$ cat config.mk
export PLATFORM = sky130hd
export DESIGN_NAME = ds_frame_sched
export DESIGN_NICKNAME = d
export VERILOG_FILES = /design/src/rtl/ds_pkg.sv /design/src/rtl/ds_pend_regs.sv /design/src/rtl/ds_shifter.sv /design/src/rtl/ds_frame_sched.sv
export SDC_FILE = /design/constraint.sdc
export NUM_CORES = 1
export LEC_CHECK = 0
export BUFFER_PORTS_ARGS = -buffer_cell sky130_fd_sc_hd__buf_2
export CORE_ASPECT_RATIO = 0.75
export CORE_MARGIN = 10
export CORE_UTILIZATION = 39
export CTS_BUF_LIST = sky130_fd_sc_hd__clkbuf_8
export DETAILED_ROUTE_END_ITERATION = 16
export GPL_ROUTABILITY_DRIVEN = 0
export HOLD_SLACK_MARGIN = 0.02
export PLACE_DENSITY_LB_ADDON = 0.3
export SETUP_SLACK_MARGIN = 0.2
export SYNTH_ARGS = -nofsm -noshare
export SYNTH_HDL_FRONTEND = slang
export SYNTH_SLANG_ARGS = --single-unit
$ cat constraint.sdc
create_clock -name clk -period 1.4 [get_ports clk]
set_input_delay 0.14 -clock clk [delete_from_list [all_inputs] [get_ports clk]]
set_output_delay 0.14 -clock clk [all_outputs]
set_load 0.005 [all_outputs]
$ cat src/rtl/ds_pkg.sv
package ds_pkg;
  typedef enum logic [1:0] {FK_NONE = 2'd0, FK_CMD = 2'd1, FK_DATA = 2'd2} frm_kind_e;

  // Which frame goes out at the next boundary; commands always win.
  function automatic frm_kind_e pick_kind(input logic cmd_p, input logic data_p,
                                          input logic rep);
    if (cmd_p)             return FK_CMD;
    else if (data_p || rep) return FK_DATA;
    else                   return FK_NONE;
  endfunction
endpackage

$ cat src/rtl/ds_pend_regs.sv
module ds_pend_regs #(
  parameter int W = 16
) (
  input  logic         clk,
  input  logic         rst_n,
  input  logic         cmd_wr,
  input  logic [W-1:0] cmd_wdata,
  input  logic         data_wr,
  input  logic [W-1:0] data_wdata,
  input  logic         set_dp,
  input  logic         clr_cmd,
  input  logic         clr_data,
  output logic [W-1:0] cmd_word,
  output logic [W-1:0] data_word,
  output logic         cmd_pend,
  output logic         data_pend
);
  always_ff @(posedge clk) begin
    if (!rst_n) begin
      cmd_word  <= '0;
      data_word <= '0;
      cmd_pend  <= 1'b0;
      data_pend <= 1'b0;
    end else begin
      if (cmd_wr) cmd_word <= cmd_wdata;
      if (data_wr) data_word <= data_wdata;
      if (cmd_wr) cmd_pend <= 1'b1;
      else if (clr_cmd) cmd_pend <= 1'b0;
      if (set_dp) data_pend <= 1'b1;
      else if (clr_data) data_pend <= 1'b0;
    end
  end

  AST_CMD_SETS: assert property (@(posedge clk) disable iff (!rst_n)
    cmd_wr |=> cmd_pend);
  AST_DP_SETS: assert property (@(posedge clk) disable iff (!rst_n)
    set_dp |=> data_pend);
endmodule

$ cat src/rtl/ds_shifter.sv
module ds_shifter
  import ds_pkg::*;
#(
  parameter int W = 16,
  localparam int CW = $clog2(W)
) (
  input  logic          clk,
  input  logic          rst_n,
  input  logic          shift_en,
  input  frm_kind_e     next_kind,
  input  logic [W-1:0]  next_word,
  output logic          start,
  output logic          sdo,
  output logic          active,
  output logic          cmd_active,
  output logic          data_active,
  output logic [CW-1:0] cnt
);
  localparam logic [CW-1:0] LAST = CW'(W - 1);

  logic [W-1:0] sreg;
  frm_kind_e    kind;
  logic         last_bit;
  logic         boundary;

  assign active      = (kind != FK_NONE);
  assign last_bit    = active && (cnt == LAST);
  assign boundary    = shift_en && (!active || last_bit);
  assign start       = boundary && (next_kind != FK_NONE);
  assign sdo         = active ? sreg[W-1] : 1'b0;
  assign cmd_active  = (kind == FK_CMD);
  assign data_active = (kind == FK_DATA);

  always_ff @(posedge clk) begin
    if (!rst_n) begin
      sreg <= '0;
      cnt  <= '0;
      kind <= FK_NONE;
    end else if (start) begin
      sreg <= next_word;
      cnt  <= '0;
      kind <= next_kind;
    end else if (boundary) begin
      sreg <= '0;
      cnt  <= '0;
      kind <= FK_NONE;
    end else if (shift_en && active) begin
      sreg <= {sreg[W-2:0], 1'b0};
      cnt  <= cnt + 1'b1;
    end
  end

  AST_CNT_HOLD: assert property (@(posedge clk) disable iff (!rst_n)
    (active && !shift_en) |=> $stable(cnt));
  AST_CNT_STEP: assert property (@(posedge clk) disable iff (!rst_n)
    (active && shift_en && !last_bit) |=> (cnt == $past(cnt) + 1'b1));
  AST_IDLE_SDO: assert property (@(posedge clk) disable iff (!rst_n)
    !active |-> !sdo);
endmodule

$ cat src/rtl/ds_frame_sched.sv
module ds_frame_sched
  import ds_pkg::*;
#(
  parameter int W = 16,
  localparam int CW = $clog2(W)
) (
  input  logic          clk,
  input  logic          rst_n,
  input  logic          cmd_wr,
  input  logic [W-1:0]  cmd_wdata,
  input  logic          data_wr,
  input  logic [W-1:0]  data_wdata,
  input  logic          set_dp,
  input  logic          rep_mode,
  input  logic          shift_en,
  output logic          sdo,
  output logic          frame_active,
  output logic          cmd_active,
  output logic          data_active,
  output logic          cmd_pend,
  output logic          data_pend,
  output logic [CW-1:0] bit_cnt
);
  logic [W-1:0] cmd_word, data_word, next_word;
  frm_kind_e    next_kind;
  logic         start, start_cmd, start_data;

  assign next_kind  = pick_kind(cmd_pend, data_pend, rep_mode);
  assign next_word  = (next_kind == FK_CMD) ? cmd_word : data_word;
  assign start_cmd  = start && (next_kind == FK_CMD);
  assign start_data = start && (next_kind == FK_DATA);

  ds_pend_regs #(.W(W)) u_pend (
    .clk(clk), .rst_n(rst_n),
    .cmd_wr(cmd_wr), .cmd_wdata(cmd_wdata),
    .data_wr(data_wr), .data_wdata(data_wdata),
    .set_dp(set_dp), .clr_cmd(start_cmd), .clr_data(start_data),
    .cmd_word(cmd_word), .data_word(data_word),
    .cmd_pend(cmd_pend), .data_pend(data_pend)
  );

  ds_shifter #(.W(W)) u_shift (
    .clk(clk), .rst_n(rst_n), .shift_en(shift_en),
    .next_kind(next_kind), .next_word(next_word),
    .start(start), .sdo(sdo), .active(frame_active),
    .cmd_active(cmd_active), .data_active(data_active), .cnt(bit_cnt)
  );

  AST_ONE_TYPE: assert property (@(posedge clk) disable iff (!rst_n)
    !(cmd_active && data_active) && (frame_active == (cmd_active || data_active)));
  AST_CMD_CLR: assert property (@(posedge clk) disable iff (!rst_n)
    (start_cmd && !cmd_wr) |=> (!cmd_pend && cmd_active));
  AST_CMD_FIRST: assert property (@(posedge clk) disable iff (!rst_n)
    start_data |-> !cmd_pend);
  AST_DATA_KEEP: assert property (@(posedge clk) disable iff (!rst_n)
    (start_cmd && data_pend) |=> data_pend);
endmodule

==> results of run 1 <==
## layout make-up
class | instances | area [um^2] | area share, %
multi-input cells | 197 | 1275 | 40.87
flip-flops and latches | 56 | 1137 | 36.46
repair buffers | 69 | 501.7 | 16.09
well taps | 81 | 101.3 | 3.249
clock buffers | 5 | 68.82 | 2.206
clock inverters | 3 | 21.27 | 0.6819
inverters | 3 | 13.76 | 0.4412
## worst reg2reg max path, stage by stage, from the launching register on
cell and delay (ps):
sky130_fd_sc_hd__dfxtp_2 370, sky130_fd_sc_hd__ha_4 150, sky130_fd_sc_hd__and3_4 210, sky130_fd_sc_hd__o21ai_4 60
sky130_fd_sc_hd__buf_12 160, sky130_fd_sc_hd__o221a_1 220
## worst max-delay path by stage
stage	cells after the start	start	to	slack, ps
after floorplan	5	u_shift.cnt[1]$_SDFFE_PP0P_	u_shift.sreg[1]$_SDFFE_PN0P_	150
after global routing	4	u_shift.cnt[0]$_SDFFE_PP0P_	u_shift.sreg[3]$_SDFFE_PN0P_	70
after global placement	5	u_shift.cnt[1]$_SDFFE_PP0P_	u_shift.kind[1]$_SDFFE_PN0P_	110
final	5	u_shift.cnt[1]$_SDFFE_PP0P_	u_shift.sreg[2]$_SDFFE_PN0P_	120
after detailed placement	5	u_shift.cnt[0]$_SDFFE_PP0P_	u_shift.kind[1]$_SDFFE_PN0P_	70
after CTS	5	u_shift.cnt[1]$_SDFFE_PP0P_	u_shift.kind[1]$_SDFFE_PN0P_	110
## synthesized netlist by cell type, types with 2 or more instances
cell type	number
sky130_fd_sc_hd__o221a_1	15
sky130_fd_sc_hd__dfxtp_1	56
sky130_fd_sc_hd__buf_2	7
sky130_fd_sc_hd__nor2_1	65
sky130_fd_sc_hd__o211ai_1	2
sky130_fd_sc_hd__nand3_1	2
sky130_fd_sc_hd__o21ai_0	31
sky130_fd_sc_hd__nand4_1	2
sky130_fd_sc_hd__clkbuf_1	7
sky130_fd_sc_hd__buf_4	3
sky130_fd_sc_hd__o21ai_1	3
sky130_fd_sc_hd__and2b_2	2
sky130_fd_sc_hd__nand2_1	20
sky130_fd_sc_hd__or3_1	2
sky130_fd_sc_hd__inv_2	2
sky130_fd_sc_hd__a21oi_1	4
sky130_fd_sc_hd__mux2i_1	32
## state kept, by name (all words and copies together) (netlist names)
register          flops
u_pend.cmd_word      16
u_pend.data_pend      1
u_pend.data_word     16
u_shift.cnt           4
u_pend.cmd_pend       1
u_shift.sreg         16
u_shift.kind          2
## cell families (layout without fill, tap and decap cells)
kind of cell / count (synthesis) / in the layout / share of synthesized area, %
and+or+nand+nor: 100 / 101 / 17.69
AOI/OAI and AO/OA: 63 / 63 / 18.29
DFF: 56 / 56 / 45.28
muxes: 32 / 32 / 12.94
buffers and inverters: 23 / 80 / 5.306
adders and majority gates: 1 / 1 / 0.5052
## stage by stage
step                      util, %  power (uW)  hold WS (ps)  instance area, um^2  instances
after detailed placement    45.51        2333         379.8                 2833        393
after global routing        50.11        3489         51.12                 3119        414
after global placement      45.51        2324         372.6                 2833        393
final                       50.11        3316         55.42                 3119        414
after CTS                   48.48        3284         54.82                 3018        408
after floorplan                 -        2151         286.8                 2491        275
## power breakdown
group          switching (uW)  internal (uW)  leakage (uW)
logic                     308            320      0.000846
clock network             553            357     0.0000445
registers                73.1           1710      0.000465
## per-layer routing
metal / vias to the layer above / wire (um) / track usage, %
li1: 1074 / - / -
met1: 976 / 2913 / 15.42
met2: 55 / 2826 / 17.79
met3: 5 / 461 / 3.823
met4: 0 / 44 / 2.644
met5: - / 0 / 0
## what timing repair did
item | CTS | global route
setup endpoints to repair | 24 | 26
hold endpoints to repair | 0 | 0
buffers inserted | 7 | 4
gates resized for setup | 12 | 7
cloned | 0 | 2
pin swaps | 2 | 5
==> Flow_metrics.wiki, run 1 <==
{| class="wikitable"
! Metric !! Value
|-
| Nets || 372
|-
| Area inside the core boundary || 6225 um^2
|-
| Most common library cell in the layout ignoring fill and taps || sky130_fd_sc_hd__nor2_1
|-
| Unrepaired setup endpoints after global routing || true
|-
| Number of buffers created by CTS || 5
|-
| Terminating pin of the worst hold path || u_pend.cmd_word[13]$_SDFFE_PN0P_
|-
| CTS Hold Bufs || 0
|-
| Area growth from synthesis to final layout || 25.97%
|-
| Ys async rst share || 0%
|-
| Root buffer selected by CTS || sky130_fd_sc_hd__clkbuf_8
|-
| Post-synthesis area per instance || 9.004 um^2
|-
| Register clock-pin slew on the reported worst setup and hold paths || 110 ps
|-
| Ratio of final minimum period to clock period || 91.71%
|-
| Number of antenna repair diodes || 0
|-
| Vias in the first global route || 1968
|-
| FP Rows || 25
|-
| Via count of the routed design || 2110
|-
| Number of setup violations in the final report || 0
|-
| Req. time, crit path || 1590 ps
|-
| Kind of launch point of the worst setup path || flip-flop
|-
| Startpoint of the lowest-slack register-to-register path || u_shift.cnt[1]$_SDFFE_PP0P_
|-
| H-Tree Depth || 2
|-
| Clock insertion delay at the later pin of the skew report || 310 ps
|-
| Max Transition Viols Final || 0
|-
| Highest cell delay on the worst timing path || 370 ps
|-
| Cell depth of the worst flop-to-flop path || 5
|-
| Cells along the critical path || ha_4, and3_4, o21ai_4, buf_12, o221a_1
|-
| Highest-count cells in the layout ignoring fill and taps || 65 x sky130_fd_sc_hd__nor2_1, 51 x sky130_fd_sc_hd__dfxtp_1, 44 x sky130_fd_sc_hd__buf_2, 32 x sky130_fd_sc_hd__mux2i_1, 31 x sky130_fd_sc_hd__o21ai_0
|-
| Final Routed Wirelength || 6246 um
|-
| Mean routed wirelength per cell || 15.09 um
|-
| Highest clock frequency the design can meet || 0.7789 GHz
|-
| Worst path arrival time || 1480 ps
|-
| Synth Instances || 275
|-
| Top flip-flop cell by instance count after synthesis || sky130_fd_sc_hd__dfxtp_1
|-
| Class of the most critical setup path || flip-flop to flip-flop
|-
| Maximum fanout along the worst path || 17
|-
| Number of flops mapped to enable cells by yosys || 0
|-
| Top area cells in the synthesized netlist || sky130_fd_sc_hd__dfxtp_1 45%, sky130_fd_sc_hd__mux2i_1 13%, sky130_fd_sc_hd__nor2_1 9.9%, sky130_fd_sc_hd__o221a_1 6.8%, sky130_fd_sc_hd__o21ai_0 6.3%
|-
| GRT Residual Overflow || 0
|-
| Final Hold Vio Count || 0
|-
| Distinct cell type count of the synthesized netlist || 37
|-
| Slowest-stage cell, CP || sky130_fd_sc_hd__dfxtp_2
|-
| Clock sink total || 56
|-
| Type of the most critical hold path || primary input to flip-flop
|-
| Max rail drop VDD || 0.0005804 V
|-
| Combined buffer and inverter count along the critical path || 1
|-
| Max-cap viol count || 0
|-
| Cell Pwr Density || 1063 nW/um^2
|-
| Total DRC errors in the routed layout || 0
|-
| Area share of the largest cell type after synthesis || 45.28%
|-
| Detailed Place HPWL || 4228 um
|-
| Origin of the worst min-delay path || cmd_wdata[13]
|-
| Effective utilization at floorplan || 39.78%
|-
| Die extent in y || 89.01 um
|-
| Seq cells post-synth || 56
|-
| Largest net degree at the start of global routing || 34
|-
| Maximum buffer depth of the clock tree || 2
|-
| DRT iter0 DRCs || 121
|-
| Die X-Extent || 112.0 um
|-
| Portion of the post-synthesis area used by sequential elements || 45.28%
|-
| Post-placement worst setup slack || 71.56 ps
|-
| Post-synthesis net count || 315
|-
| Slew @ Worst Pin || 484.6 ps
|-
| LEAKAGE || 0.001356 uW
|-
| Fillcell total || 585
|-
| Post-route antenna net violation count || 0
|-
| Post-synthesis instance area || 2476 um^2
|-
| Final setup slack of the worst path || 116.1 ps
|-
| Outcome || finished, final reports clean
|-
| Overall track demand over capacity in global routing || 11.58%
|-
| Minimum clock period || 1284 ps
|-
| Clk_skew || 18.36 ps
|-
| Cell class contributing the biggest share of worst-path delay || flip-flops
|-
| Initial antenna violation count || 0
|-
| Port bufs || 48
|-
| YS warnings || 0
|-
| Final-layout setup total negative slack || 0 ps
|-
| Worst hold stages || 3
|-
| Wire length of the first global-routing pass || 9639 um
|-
| Io pins || 49
|-
| Worst reg-to-reg setup slack || 120 ps
|-
| Vias/cell || 5.097
|-
| Nature of the critical path endpoint || flip-flop
|-
| Terminus of the critical flop-to-flop path || u_shift.sreg[2]$_SDFFE_PN0P_
|-
| Total die area || 9969 um^2
|-
| Layout cell share with drive strength beyond 1 || 29.43%
|-
| TritonCTS clock tree || yes
|-
| Post-synthesis cell type with the largest combined area || sky130_fd_sc_hd__dfxtp_1
|-
| Number of iterations in the first detailed-routing pass || 4
|-
| Slew headroom || 67.69%
|}
Note: power is estimated with default switching activity, not from simulation.
==> run 2: changes to the inputs <==
==> constraint.sdc (replaced) <==
create_clock -name clk -period 1.4 [get_ports clk]
set_input_delay 0.14 -clock clk [delete_from_list [all_inputs] [get_ports clk]]
set_output_delay 0.14 -clock clk [all_outputs]
set_load 0.01 [all_outputs]
==> run 2 against run 1 <==
- sequential share of layout area about the same
- fmax grew 1.2%
- register-to-register slack better by 20 ps
- flip-flop and latch count is the same
- cell count unchanged
- worst hold slack worse by 3.8 ps
- combinational power is 0.6% higher
- routed wire length is 3.1% higher
- clock skew shrank 7.4 ps
- power shrank 0.64%
- die area is the same
- global-route usage is 1.2 points higher
- largest power group unchanged
==> Flow_metrics.wiki, run 2 (synthesized netlist as in run 1, its figures left out) <==
{| class="wikitable"
! Metric !! Value
|-
| Outcome || finished, final reports clean (unchanged)
|-
| Unrepaired setup endpoints after global routing || true (unchanged)
|-
| Storage cell area || 1132 um^2 (was 1137 um^2)
|-
| Root buffer selected by CTS || sky130_fd_sc_hd__clkbuf_8 (unchanged)
|-
| Mean routed wirelength per cell || 15.56 um (was 15.09 um)
|-
| Port bufs || 48 (unchanged)
|-
| Area inside the core boundary || 6225 um^2 (unchanged)
|-
| Number of buffers created by CTS || 5 (unchanged)
|-
| Final Hold Vio Count || 0 (unchanged)
|-
| Final-layout setup total negative slack || 0 ps (unchanged)
|-
| Number of setup violations in the final report || 0 (unchanged)
|-
| TritonCTS clock tree || yes (unchanged)
|-
| Clock insertion delay at the later pin of the skew report || 310 ps (about the same)
|-
| Slew headroom || 66.94% (was 67.69%)
|-
| Origin of the worst min-delay path || cmd_wdata[7] (was cmd_wdata[13])
|-
| Die extent in y || 89.01 um (unchanged)
|-
| LEAKAGE || 0.001348 uW (was 0.001356 uW)
|-
| Via count of the routed design || 2132 (was 2110)
|-
| Slew @ Worst Pin || 495.9 ps (was 484.6 ps)
|-
| Layout cell share with drive strength beyond 1 || 30.03% (was 29.43%)
|-
| Io pins || 49 (unchanged)
|-
| Worst hold stages || 3 (unchanged)
|-
| Max Transition Viols Final || 0 (unchanged)
|-
| DRT iter0 DRCs || 108 (was 121)
|-
| Highest cell delay on the worst timing path || 370 ps (about the same)
|-
| Class of the most critical setup path || flip-flop to flip-flop (unchanged)
|-
| Minimum clock period || 1269 ps (was 1284 ps)
|-
| Vias in the first global route || 2129 (was 1968)
|-
| Effective utilization at floorplan || 39.78% (unchanged)
|-
| Cells along the critical path || ha_4, and3_4, o21ai_4, buf_12, o41ai_2 (was ha_4, and3_4, o21ai_4, buf_12, o221a_1)
|-
| H-Tree Depth || 2 (unchanged)
|-
| GRT Residual Overflow || 0 (unchanged)
|-
| Nets || 372 (unchanged)
|-
| Nature of the critical path endpoint || flip-flop (unchanged)
|-
| Slowest-stage cell, CP || sky130_fd_sc_hd__dfxtp_4 (was sky130_fd_sc_hd__dfxtp_2)
|-
| Most common library cell in the layout ignoring fill and taps || sky130_fd_sc_hd__nor2_1 (unchanged)
|-
| Detailed Place HPWL || 4314 um (was 4228 um)
|-
| Max-cap viol count || 0 (unchanged)
|-
| Fillcell total || 614 (was 585)
|-
| Ratio of final minimum period to clock period || 90.61% (was 91.71%)
|-
| Type of the most critical hold path || primary input to flip-flop (unchanged)
|-
| Highest clock frequency the design can meet || 0.7883 GHz (was 0.7789 GHz)
|-
| Total Power || 3295 uW (was 3316 uW)
|-
| Die X-Extent || 112.0 um (unchanged)
|-
| Cell depth of the worst flop-to-flop path || 5 (unchanged)
|-
| Multi-input logic area || 1285 um^2 (was 1275 um^2)
|-
| Highest-count cells in the layout ignoring fill and taps || 65 x sky130_fd_sc_hd__nor2_1, 51 x sky130_fd_sc_hd__dfxtp_1, 45 x sky130_fd_sc_hd__buf_2, 32 x sky130_fd_sc_hd__mux2i_1, 31 x sky130_fd_sc_hd__o21ai_0 (was 65 x sky130_fd_sc_hd__nor2_1, 51 x sky130_fd_sc_hd__dfxtp_1, 44 x sky130_fd_sc_hd__buf_2, 32 x sky130_fd_sc_hd__mux2i_1, 31 x sky130_fd_sc_hd__o21ai_0)
|-
| Req. time, crit path || 1630 ps (was 1590 ps)
|-
| Register clock-pin slew on the reported worst setup and hold paths || 100 ps (was 110 ps)
|-
| Number of iterations in the first detailed-routing pass || 4 (unchanged)
|-
| Crit path from || u_shift.cnt[0]$_SDFFE_PP0P_ (was u_shift.cnt[1]$_SDFFE_PP0P_)
|-
| Final Routed Wirelength || 6440 um (was 6246 um)
|-
| Clock sink total || 56 (unchanged)
|-
| Max rail drop VDD || 0.0004204 V (was 0.0005804 V)
|-
| FP Rows || 25 (unchanged)
|-
| Total die area || 9969 um^2 (unchanged)
|-
| Kind of launch point of the worst setup path || flip-flop (unchanged)
|-
| Maximum buffer depth of the clock tree || 2 (unchanged)
|-
| Post-route antenna net violation count || 0 (unchanged)
|-
| Worst path arrival time || 1500 ps (was 1480 ps)
|-
| Clk_skew || 10.92 ps (was 18.36 ps)
|-
| Total DRC errors in the routed layout || 0 (unchanged)
|-
| Overall track demand over capacity in global routing || 12.77% (was 11.58%)
|-
| Number of antenna repair diodes || 0 (unchanged)
|-
| Largest net degree at the start of global routing || 23 (was 34)
|-
| Wire length of the first global-routing pass || 10490 um (was 9639 um)
|-
| Registers with the highest flip-flop counts || u_pend.cmd_word (16), u_pend.data_word (16), u_shift.sreg (16) (unchanged)
|-
| Startpoint of the lowest-slack register-to-register path || u_shift.cnt[0]$_SDFFE_PP0P_ (was u_shift.cnt[1]$_SDFFE_PP0P_)
|-
| Initial antenna violation count || 0 (unchanged)
|-
| Area growth from synthesis to final layout || 25.32% (was 25.97%)
|-
| Cell Pwr Density || 1062 nW/um^2 (was 1063 nW/um^2)
|-
| Vias/cell || 5.150 (was 5.097)
|-
| Maximum fanout along the worst path || 17 (unchanged)
|}
## run 2: worst max-delay path, delay by kind of cell, from the launching register on
kind                       cells  cell delay, ps
AOI/OAI and AO/OA              2             310
adders and majority gates      1             150
buffers and inverters          1             160
DFF                            1             370
and+or+nand+nor                1             210
## run 2: stage by stage
stage / std cells / area, um^2 / hold slack [ps] / worst slack (ps) / util [%]
final: 414 / 3103 / 51.60 / 131.5 / 49.85
after global routing: 414 / 3103 / 38.46 / 81.14 / 49.85
after CTS: 412 / 3072 / 44.43 / 130.0 / 49.35
after detailed placement: 395 / 2850 / 381.4 / 75.69 / 45.79
after global placement: 395 / 2850 / 375.8 / 114.7 / 45.79
after floorplan: 275 / 2494 / 286.8 / 135.8 / -
## run 2: final timing paths
path	to	slack, ps
max	u_shift.kind[1]$_SDFFE_PN0P_	130
min	u_pend.cmd_word[7]$_SDFFE_PN0P_	50
max reg2reg	u_shift.kind[1]$_SDFFE_PN0P_	130
min reg2reg	u_pend.data_word[14]$_SDFFE_PN0P_	500
## run 2: repair_timing
action,CTS,global route
setup buffers,8,1
gates cloned,1,1
hold buffers,0,0
setup endpoints to repair,23,26
resized for setup,14,6
pin swaps,5,2
## run 2: report_power, final
part | internal, uW | total [uW] | switching (uW)
Combinational | 308 | 631 | 323
Clock | 350 | 887 | 537
Sequential | 1710 | 1780 | 71.1
Total | 2360 | 3290 | 930
## run 2: layer usage
metal,part of all wire (%),global-route usage [%],up-vias
li1,-,-,1077
met1,48,16.35,1007
met2,46,20.49,42
met3,5.2,4.359,6
met4,0.73,2.759,0
met5,0,0,-
## run 2: layout make-up
cell class	instances	share of cell area, %
multi-input combinational	197	41.41
sequential	56	36.49
timing repair buffer	69	15.52
tap	81	3.266
clock buffer	5	2.218
clock inverter	3	0.6452
inverter	3	0.4435
==> run 3: changes to the inputs <==
Clock period 1.4 ns to 1.5 ns, I/O delays scaled along.
==> run 3 against run 2 <==
- routed wire length decreased by 7.4%
- core utilization decreased by 1.1 points
- global-route usage decreased by 0.98 points
- sequential power decreased by 7%
==> Flow_metrics.wiki, run 3 (synthesized netlist as in run 1, its figures left out) <==
{| class="wikitable"
! Metric !! Value
|-
| Outcome || finished, final reports clean (unchanged)
|-
| Layout cell share with drive strength beyond 1 || 27.30% (was 30.03%)
|-
| Nets || 365 (was 372)
|-
| Mean routed wirelength per cell || 14.66 um (was 15.56 um)
|-
| Clk_skew || 8.514 ps (was 10.92 ps)
|-
| Slew @ Worst Pin || 534.4 ps (was 495.9 ps)
|-
| Detailed Place HPWL || 4216 um (was 4314 um)
|-
| Type of the most critical hold path || primary input to flip-flop (unchanged)
|-
| Vias in the first global route || 2036 (was 2129)
|-
| DRT iter0 DRCs || 101 (was 108)
|-
| Ratio of final minimum period to clock period || 85.59% (was 90.61%)
|-
| FP Rows || 25 (unchanged)
|-
| Total die area || 9969 um^2 (unchanged)
|-
| Root buffer selected by CTS || sky130_fd_sc_hd__clkbuf_8 (unchanged)
|-
| Highest-count cells in the layout ignoring fill and taps || 65 x sky130_fd_sc_hd__nor2_1, 52 x sky130_fd_sc_hd__dfxtp_1, 45 x sky130_fd_sc_hd__buf_2, 32 x sky130_fd_sc_hd__mux2i_1, 31 x sky130_fd_sc_hd__o21ai_0 (was 65 x sky130_fd_sc_hd__nor2_1, 51 x sky130_fd_sc_hd__dfxtp_1, 45 x sky130_fd_sc_hd__buf_2, 32 x sky130_fd_sc_hd__mux2i_1, 31 x sky130_fd_sc_hd__o21ai_0)
|-
| Fillcell total || 610 (was 614)
|-
| Number of setup violations in the final report || 0 (unchanged)
|-
| Most common library cell in the layout ignoring fill and taps || sky130_fd_sc_hd__nor2_1 (unchanged)
|-
| Minimum clock period || 1284 ps (was 1269 ps)
|-
| Effective utilization at floorplan || 39.78% (unchanged)
|-
| Filler-free cell count of the finished design || 407 (was 414)
|-
| Total DRC errors in the routed layout || 0 (unchanged)
|-
| Slowest-stage cell, CP || sky130_fd_sc_hd__dfxtp_4 (unchanged)
|-
| Number of iterations in the first detailed-routing pass || 4 (unchanged)
|-
| Die X-Extent || 112.0 um (unchanged)
|-
| Vias/cell || 5.039 (was 5.150)
|-
| Cell Pwr Density || 1068 nW/um^2 (was 1062 nW/um^2)
|-
| Post-route antenna net violation count || 0 (unchanged)
|-
| Largest net degree at the start of global routing || 37 (was 23)
|-
| Max rail drop VDD || 0.0003975 V (was 0.0004204 V)
|-
| Req. time, crit path || 1700 ps (was 1630 ps)
|-
| Final Hold Vio Count || 0 (unchanged)
|-
| Area inside the core boundary || 6225 um^2 (unchanged)
|-
| Clock insertion delay at the later pin of the skew report || 310 ps (about the same)
|-
| TritonCTS clock tree || yes (unchanged)
|-
| Initial antenna violation count || 0 (unchanged)
|-
| Die extent in y || 89.01 um (unchanged)
|-
| Combined buffer and inverter count along the critical path || 1 (unchanged)
|-
| Highest cell delay on the worst timing path || 370 ps (about the same)
|-
| LEAKAGE || 0.001320 uW (was 0.001348 uW)
|-
| Maximum buffer depth of the clock tree || 2 (unchanged)
|-
| Post-route cell area || 3033 um^2 (was 3103 um^2)
|-
| Final Routed Wirelength || 5966 um (was 6440 um)
|-
| Io pins || 49 (unchanged)
|-
| Number of antenna repair diodes || 0 (unchanged)
|-
| Worst path arrival time || 1490 ps (was 1500 ps)
|-
| Cells along the critical path || ha_4, and3_4, o21ai_4, buf_12, o221a_1 (was ha_4, and3_4, o21ai_4, buf_12, o41ai_2)
|-
| Area growth from synthesis to final layout || 22.49% (was 25.32%)
|-
| Register clock-pin slew on the reported worst setup and hold paths || 100 ps (about the same)
|-
| Unrepaired setup endpoints after global routing || true (unchanged)
|-
| Total cell area at the placement stage || 2820 um^2 (was 2850 um^2)
|-
| H-Tree Depth || 2 (unchanged)
|-
| Kind of launch point of the worst setup path || flip-flop (unchanged)
|-
| Maximum fanout along the worst path || 17 (unchanged)
|-
| Port bufs || 48 (unchanged)
|-
| Slew headroom || 64.37% (was 66.94%)
|-
| Via count of the routed design || 2051 (was 2132)
|-
| Class of the most critical setup path || flip-flop to flip-flop (unchanged)
|-
| Number of buffers created by CTS || 5 (unchanged)
|-
| Total placed cells including tap cells || 393 (was 395)
|-
| CTS Hold Bufs || 0 (unchanged)
|-
| Max-cap viol count || 0 (unchanged)
|-
| Overall track demand over capacity in global routing || 11.79% (was 12.77%)
|-
| Max Transition Viols Final || 0 (unchanged)
|-
| Cell class contributing the biggest share of worst-path delay || flip-flops (unchanged)
|-
| Wire length of the first global-routing pass || 9915 um (was 10490 um)
|-
| Nature of the critical path endpoint || flip-flop (unchanged)
|-
| Clock sink total || 56 (unchanged)
|-
| Highest clock frequency the design can meet || 0.7790 GHz (was 0.7883 GHz)
|-
| GRT Residual Overflow || 0 (unchanged)
|-
| Registers with the highest flip-flop counts || u_pend.cmd_word (16), u_pend.data_word (16), u_shift.sreg (16) (unchanged)
|-
| Final-layout setup total negative slack || 0 ps (unchanged)
|}
-- run 3: cell count changes in the layout (fill, tap and decap cells not counted), moves of 2 or more --
cell,change
sky130_fd_sc_hd__buf_6,-3
sky130_fd_sc_hd__a21oi_1,+2
sky130_fd_sc_hd__a21oi_2,-2
sky130_fd_sc_hd__buf_4,-2
sky130_fd_sc_hd__dfxtp_2,-2
-- run 3: worst reg2reg max path: stages, from the launching register on --
cell	delay [ps]
sky130_fd_sc_hd__dfxtp_4	370
sky130_fd_sc_hd__ha_4	150
sky130_fd_sc_hd__and3_4	210
sky130_fd_sc_hd__o21ai_4	60
sky130_fd_sc_hd__buf_12	160
sky130_fd_sc_hd__o221a_1	220
-- run 3: final timing paths --
path | from | end | cells after the start | slack (ps)
min reg2reg | u_pend.data_word[10]$_SDFFE_PN0P_ | u_pend.data_word[10]$_SDFFE_PN0P_ | 2 | 500
max reg2reg | u_shift.cnt[0]$_SDFFE_PP0P_ | u_shift.sreg[4]$_SDFFE_PN0P_ | 5 | 220
min | data_wdata[15] | u_pend.data_word[15]$_SDFFE_PN0P_ | 3 | 70
max | u_shift.cnt[0]$_SDFFE_PP0P_ | u_shift.sreg[4]$_SDFFE_PN0P_ | 5 | 220
-- run 3: timing repair --
item,CTS,global route
endpoints found under the setup margin,18,19
hold endpoints to repair,0,0
resized for setup,10,2
pin swaps,1,2
setup buffers,5,1
-- run 3: where the power goes --
part | switching [uW] | leakage [uW] | internal, uW
sequential | 62.8 | 0.000465 | 1590
clock | 495 | 0.0000614 | 547
combinational | 281 | 0.000794 | 262
-- run 3: per-stage QoR --
| stage | power, uW | hold slack [ps] | setup WS, ps | util [%] |
|---|---|---|---|---|
| finish | 3238 | 67.43 | 216.2 | 48.72 |
| global route | 3419 | 56.23 | 157.8 | 48.72 |
| CTS | 3265 | 62.33 | 188.0 | 48.44 |
| detailed placement | 2185 | 390.2 | 158.0 | 45.31 |
| global placement | 2174 | 382.6 | 203.1 | 45.31 |
| floorplan | 2015 | 296.8 | 222.6 | - |
-- run 3: cell type report --
cell class	count	area (um^2)	share of cell area, %
Clock buffer	6	82.58	2.723
Clock inverter	2	38.79	1.279
Inverter	3	13.76	0.4538
Multi-Input combinational cell	196	1250	41.21
Sequential cell	56	1134	37.38
Tap cell	81	101.3	3.342
Timing Repair Buffer	63	412.9	13.61
-- run 3: routing by layer --
metal	up-vias	share of wire (%)	track usage [%]
met3	2	5.8	4.225
met5	-	0	0
met4	0	0.32	2.529
met2	44	45	18.95
li1	1056	-	-
met1	949	49	14.96
